--- src/rtl/col_seq_pkg.sv ---
package col_seq_pkg;

  typedef enum logic [2:0] {
    LEN_1    = 3'b000,
    LEN_2    = 3'b001,
    LEN_4    = 3'b010,
    LEN_8    = 3'b011,
    LEN_PAGE = 3'b111
  } len_code_e;

  typedef enum logic {
    ORD_SEQ = 1'b0,
    ORD_ILV = 1'b1
  } order_e;

endpackage

--- src/rtl/col_seq_decode.sv ---
module col_seq_decode
  import col_seq_pkg::*;
#(
  parameter int COL_W = 9
) (
  input  logic [2:0]       code_i,
  input  logic             ilv_i,
  output logic [COL_W-1:0] mask_o,
  output logic             full_o,
  output logic             ilv_o,
  output logic             bad_o
);

  localparam logic [COL_W-1:0] ALL_ONES = {COL_W{1'b1}};

  always_comb begin
    mask_o = '0;
    full_o = 1'b0;
    ilv_o  = ilv_i;
    bad_o  = 1'b0;
    case (len_code_e'(code_i))
      LEN_1:    mask_o = COL_W'(0);
      LEN_2:    mask_o = COL_W'(1);
      LEN_4:    mask_o = COL_W'(3);
      LEN_8:    mask_o = COL_W'(7);
      LEN_PAGE: begin
        if (order_e'(ilv_i) == ORD_ILV) begin
          bad_o = 1'b1;
        end else begin
          mask_o = ALL_ONES;
          full_o = 1'b1;
        end
      end
      default:  bad_o = 1'b1;
    endcase
    if (bad_o) begin
      ilv_o = 1'b0;
    end
  end

endmodule

--- src/rtl/col_seq_ctrl.sv ---
module col_seq_ctrl #(
  parameter int COL_W = 9
) (
  input  logic             clk,
  input  logic             rst_n,
  input  logic             start_i,
  input  logic [COL_W-1:0] col_i,
  input  logic [COL_W-1:0] dec_mask_i,
  input  logic             dec_full_i,
  input  logic             dec_ilv_i,
  input  logic             dec_bad_i,
  input  logic             stop_i,
  input  logic             ready_i,
  output logic [COL_W-1:0] base_o,
  output logic [COL_W-1:0] mask_o,
  output logic             ilv_o,
  output logic [COL_W-1:0] cnt_o,
  output logic             valid_o,
  output logic             last_o,
  output logic             err_o
);

  logic full_q;
  logic final_beat;
  logic accept;

  // a finite burst ends once the beat index reaches the group mask
  assign final_beat = !full_q && (cnt_o == mask_o);
  assign accept     = valid_o && ready_i;
  assign last_o     = valid_o && (final_beat || stop_i);

  always_ff @(posedge clk) begin
    if (!rst_n) begin
      base_o  <= '0;
      mask_o  <= '0;
      ilv_o   <= 1'b0;
      full_q  <= 1'b0;
      cnt_o   <= '0;
      valid_o <= 1'b0;
      err_o   <= 1'b0;
    end else if (start_i) begin
      base_o  <= col_i;
      mask_o  <= dec_mask_i;
      ilv_o   <= dec_ilv_i;
      full_q  <= dec_full_i;
      cnt_o   <= '0;
      valid_o <= 1'b1;
      if (dec_bad_i) begin
        err_o <= 1'b1;
      end
    end else if (valid_o && stop_i) begin
      valid_o <= 1'b0;
    end else if (accept) begin
      if (final_beat) begin
        valid_o <= 1'b0;
      end else begin
        cnt_o <= cnt_o + COL_W'(1);
      end
    end
  end

endmodule

--- src/rtl/col_seq_map.sv ---
module col_seq_map #(
  parameter int COL_W = 9
) (
  input  logic [COL_W-1:0] base_i,
  input  logic [COL_W-1:0] mask_i,
  input  logic [COL_W-1:0] cnt_i,
  input  logic             ilv_i,
  output logic [COL_W-1:0] col_o
);

  logic [COL_W-1:0] sum;

  assign sum = base_i + cnt_i;

  // per bit: outside the group keep the start bit, inside pick add or XOR
  for (genvar b = 0; b < COL_W; b++) begin : g_bit
    assign col_o[b] = mask_i[b] ? (ilv_i ? (base_i[b] ^ cnt_i[b]) : sum[b])
                                : base_i[b];
  end

endmodule

--- src/rtl/sdram_col_seq.sv ---
module sdram_col_seq #(
  parameter int COL_W = 9
) (
  input  logic             clk,
  input  logic             rst_n,
  input  logic             start_i,
  input  logic [COL_W-1:0] start_col_i,
  input  logic [2:0]       len_code_i,
  input  logic             ilv_i,
  input  logic             stop_i,
  input  logic             ready_i,
  output logic [COL_W-1:0] col_o,
  output logic             valid_o,
  output logic             last_o,
  output logic             err_o
);

  logic [COL_W-1:0] dec_mask;
  logic             dec_full;
  logic             dec_ilv;
  logic             dec_bad;
  logic [COL_W-1:0] base_q;
  logic [COL_W-1:0] mask_q;
  logic             ilv_q;
  logic [COL_W-1:0] cnt_q;

  col_seq_decode #(.COL_W(COL_W)) u_decode (
    .code_i (len_code_i),
    .ilv_i  (ilv_i),
    .mask_o (dec_mask),
    .full_o (dec_full),
    .ilv_o  (dec_ilv),
    .bad_o  (dec_bad)
  );

  col_seq_ctrl #(.COL_W(COL_W)) u_ctrl (
    .clk        (clk),
    .rst_n      (rst_n),
    .start_i    (start_i),
    .col_i      (start_col_i),
    .dec_mask_i (dec_mask),
    .dec_full_i (dec_full),
    .dec_ilv_i  (dec_ilv),
    .dec_bad_i  (dec_bad),
    .stop_i     (stop_i),
    .ready_i    (ready_i),
    .base_o     (base_q),
    .mask_o     (mask_q),
    .ilv_o      (ilv_q),
    .cnt_o      (cnt_q),
    .valid_o    (valid_o),
    .last_o     (last_o),
    .err_o      (err_o)
  );

  col_seq_map #(.COL_W(COL_W)) u_map (
    .base_i (base_q),
    .mask_i (mask_q),
    .cnt_i  (cnt_q),
    .ilv_i  (ilv_q),
    .col_o  (col_o)
  );

endmodule

--- config.mk ---
export PLATFORM = sky130hd
export DESIGN_NAME = sdram_col_seq
export DESIGN_NICKNAME = d
export VERILOG_FILES = /design/src/rtl/col_seq_pkg.sv /design/src/rtl/col_seq_decode.sv /design/src/rtl/col_seq_ctrl.sv /design/src/rtl/col_seq_map.sv /design/src/rtl/sdram_col_seq.sv
export SDC_FILE = /design/constraint.sdc
export NUM_CORES = 1
export LEC_CHECK = 0
export BUFFER_PORTS_ARGS = -buffer_cell sky130_fd_sc_hd__clkbuf_2
export CAP_MARGIN = 20
export CORE_MARGIN = 2
export CORE_UTILIZATION = 49
export CTS_BUF_LIST = sky130_fd_sc_hd__clkbuf_16
export CTS_CLUSTER_SIZE = 14
export DETAILED_ROUTE_END_ITERATION = 8
export MAX_ROUTING_LAYER = met4
export PLACE_DENSITY = 0.83
export SLEW_MARGIN = 20
export SYNTH_ARGS = -nofsm -noshare
export SYNTH_HDL_FRONTEND = slang
export SYNTH_SLANG_ARGS = --single-unit
--- constraint.sdc ---
create_clock -name clk -period 2 [get_ports clk]
set_clock_uncertainty 0.05 [all_clocks]
set_input_delay 0.3 -clock clk [delete_from_list [all_inputs] [get_ports clk]]
set_output_delay 0.3 -clock clk [all_outputs]
set_load 0.005 [all_outputs]
==> metrics.csv <==
stage,metric,value,unit
power,p_switching,0.000272,W
global_routing,grt_remaining_overflow,0,
power,powerDensity,544,nW/µm²
power,total_power,0.00114,W
setup_path,cp-end-kind,output pin,
power,p_leak,0.928,nW
yosys,synthXorXnorAreaFrac,7.81,%
timing,fin_crit,2.49,ns
yosys,syn_area,1570,µm²
floorplan,die_w,60.6,µm
detailed_routing,routedWlPerCell,14.4,µm
detailed_routing,final_antenna_net_count,0,
status,violations,setup timing,
place,dp_hpwl,2660,µm
timing,slew_headroom,75.2,%
global_routing,grt_max_degree,20,
timing,fmax,402,MHz
yosys,syn_inst,182,
yosys,yosysWarnings,0,
timing,rsz0062_at_grt,yes,
global_routing,track_usage,23.6,%
power,p_sw_share,23.8,%
yosys,yosysTopAreaCell,dfxtp_1,
setup_path,slowest_stage,fa_2,
job,maxCapViolCount,0,
cts,clkTransAtPathRegs,0.06,ns
cts,cts_buffer_depth,2,
finish,layout.nets,258,
cts,clockRootBuffer,clkbuf_16,
setup_path,crit_type,reg2out,
setup_path,timing.rr.start,u_ctrl.cnt_o[0],
yosys,synth_compound_area_share,17.8,%
global_routing,grt_pass1_wl,6280,µm
yosys,synth_cell_type_count,44,
power,power.share.clock,38.4,%
finish,final_area,2100,µm²
setup_path,startpoint,u_ctrl.base_o[0],
floorplan,die_h,60.6,µm
cts,numCtsBuffers,3,
yosys,synth-main-ff-cell,dfxtp_1,
yosys,synth_fa_ha_area_share,8.45,%
yosys,synth_area_leaders,"dfxtp_1 32%, mux2i_1 7.7%, ha_1 7.2%",
floorplan,row_count,20,
power,seqPwrFrac,46.8,%
setup_path,crit_fanout,3,
cts,clock-sinks,25,
global_routing,grt_antenna_before_repair,0,
finish,syn2layout_area_growth,34.1,%
timing,period_share,124,%
detailed_routing,wl_met2,1990,µm
timing,tightest_slew,0.371,ns
detailed_routing,route.detailed.drc,0,
place,dpl-instance-area,1880,µm²
yosys,synthMuxAreaShare,8.37,%
setup_path,start_kind,flip-flop,
floorplan,io_pins,30,
floorplan,initial_core_util,51.4,%
global_routing,grt_pass1_vias,1442,
setup_path,r2r_end,u_ctrl.cnt_o[2],
yosys,synth_top_family_by_area,simple AND/OR/NAND/NOR gates,
timing,setup_viol,6,
timing,finalWorstSetupSlack,-0.490,ns
cts,clock_latency,0.26,ns
detailed_routing,vias_per_cell,5.40,
setup_path,rrSetupSlack,0.41,ns
yosys,synth_seq_cells,25,
detailed_routing,firstDrtPassIters,4,
status,outcome,"finished, violations left",
timing,hold_viol,0,
finish,seqCellArea,515,µm²
yosys,synth_edf_count,0,
finish,fillers,257,
setup_path,endpoint,col_o[8],
hold_path,worst_hold_path_type,in2reg,
setup_path,rr_worst_depth,7,
detailed_routing,vias,1475,
cts,cts_tree,built,
yosys,synth_seq_area_share,31.9,%
floorplan,die-area,3670,µm²
setup_path,worstPathCellList,ha_4 -> fa_2 -> a211oi_4 -> o21ai_1 -> and3_1 -> a211oi_2 -> xnor2_1 -> buf_2,
finish,postLayoutCoreUtil,68.9,%
cts,htreeDepth,1,
place,place_congestion,0.903,
yosys,syn-num-nets,210,
detailed_routing,wl_met1,1660,µm
finish,diodes,0,
yosys,avgSynthCellArea,8.62,µm²
detailed_routing,wl_met3,166,µm
power,comb_power_share,14.8,%
detailed_routing,drtIter0Drc,73,
yosys,synth_simple_gate_area_share,22.6,%
place,portBuffers,29,
setup_path,crit_required,1.65,ns
setup_path,cpPeakStageDelay,0.38,ns
timing,drv_slew,0,
finish,drive_gt1_share,36.7,%
finish,multi_input_area,1140,µm²
setup_path,cp.arrival,2.14,ns
yosys,async_flop_share,0,%
detailed_routing,totalWireLength,3940,µm
power,power.internal,0.000871,W
power,ir_drop,0.500,mV
floorplan,core_area,3050,µm²
yosys,synth.top_cell.area_share,31.9,%
detailed_routing,top_layer,met4,
[cell type report]
type / instances / share of cell area [%]
Tap cell: 44 / 2.62
Clock buffer: 3 / 3.57
Timing Repair Buffer: 50 / 14.4
Sequential cell: 25 / 24.5
Inverter: 4 / 0.714
Clock inverter: 1 / 0.178
Multi-Input combinational cell: 146 / 54.0
[worst min path at each step]
| stage | from | endpoint | slack, ns | depth (start not counted) |
|---|---|---|---|---|
| final | start_col_i[0] | u_ctrl.base_o[0] | 0.25 | 3 |
| after global routing | start_col_i[7] | u_ctrl.base_o[7] | 0.27 | 3 |
| after CTS | start_col_i[0] | u_ctrl.base_o[0] | 0.25 | 3 |
| after detailed placement | u_ctrl.err_o | u_ctrl.err_o | 0.42 | 1 |
| after global placement | u_ctrl.err_o | u_ctrl.err_o | 0.40 | 1 |
| after floorplan | u_ctrl.err_o | u_ctrl.err_o | 0.41 | 1 |
[sequential cells by signal (all words and copies together), names as in the netlist]
register	cells
u_ctrl.base_o	9
u_ctrl.err_o	1
u_ctrl.full_q	1
u_ctrl.ilv_o	1
u_ctrl.mask_o	3
u_ctrl.cnt_o	9
u_ctrl.valid_o	1
[cell usage in the layout, fill, tap and decap left out, types with 3 or more instances in the layout]
cell       count
a21oi_1        9
a21oi_2        4
and3_1         3
buf_2          6
buf_4         21
clkbuf_16      3
clkbuf_2      23
dfxtp_1       17
dfxtp_2        6
ha_1           4
ha_4           5
inv_1          5
mux2i_1       12
nand2_1        7
nand2b_1       4
nand3_1        6
nor2_1        18
nor2b_1       10
nor3_1         3
o21a_1         3
o21ai_0        5
o21ai_1        3
or3_1          4
xnor2_1        5
xor2_1         7
[per-layer routing]
| layer | vias up | GRT usage (%) |
|---|---|---|
| li1 | 744 | - |
| met1 | 673 | 26.5 |
| met2 | 48 | 43.0 |
| met3 | 10 | 4.05 |
| met4 | 0 | 5.90 |
| met5 | - | - |
[cell families (layout without fill, tap and decap cells)]
logic type | count (synthesis) | in the layout
mux | 13 | 13
simple gates | 67 | 67
flops | 25 | 25
xor+xnor | 14 | 14
buf+inv | 11 | 58
compound gates | 42 | 42
fa+ha+maj | 10 | 10
[metrics by stage]
stage | hold WS [ns] | std cells | setup slack [ns] | setup TNS [ns]
finish | 0.249 | 273 | -0.490 | -1.85
global route | 0.267 | 273 | -0.615 | -2.49
CTS | 0.251 | 273 | -0.483 | -1.82
detailed placement | 0.417 | 266 | -0.216 | -0.621
global placement | 0.397 | 266 | -0.196 | -0.517
floorplan | 0.414 | 182 | -0.0488 | -0.0488
[cells in the mapped netlist (2+ instances only)]
library cell / count
dfxtp_1: 25
nor2_1: 19
a21oi_1: 13
mux2i_1: 12
nor2b_1: 11
ha_1: 9
nand2_1: 7
nand3_1: 7
o21ai_0: 7
xnor2_1: 7
xor2_1: 7
inv_1: 4
nand2b_1: 4
or3_1: 4
and3_1: 3
buf_2: 3
clkbuf_1: 3
nor3_1: 3
o21a_1: 3
a211oi_2: 2
a21boi_0: 2
a21o_1: 2
and2_1: 2
o211ai_1: 2
o21ai_1: 2
[what timing repair did]
item                                    CTS  global route
buffers inserted                          3             1
resized for setup                        14            19
pin swaps                                12             9
hold buffers                              0             0
endpoints found under the setup margin    8             9
[power by group through the flow]
stage,combinational (W),clock (W),sequential [W]
final,0.000170,0.000439,0.000535
after global routing,0.000190,0.000470,0.000537
after CTS,0.000161,0.000442,0.000534
after detailed placement,0.000153,0,0.000544
after global placement,0.000149,0,0.000543
after floorplan,0.0000894,0,0.000539
[critical path, delay by kind of cell, from the launching register on]
family / cells / cell delay [ns]
AO/OA/AOI/OAI: 3 / 0.56
XOR/XNOR: 1 / 0.13
adder cells (fa/ha/maj): 2 / 0.54
buffers and inverters: 1 / 0.12
flip-flops: 1 / 0.33
AND/OR/NAND/NOR: 1 / 0.20
No activity file was read; power rests on OpenSTA's default activity.
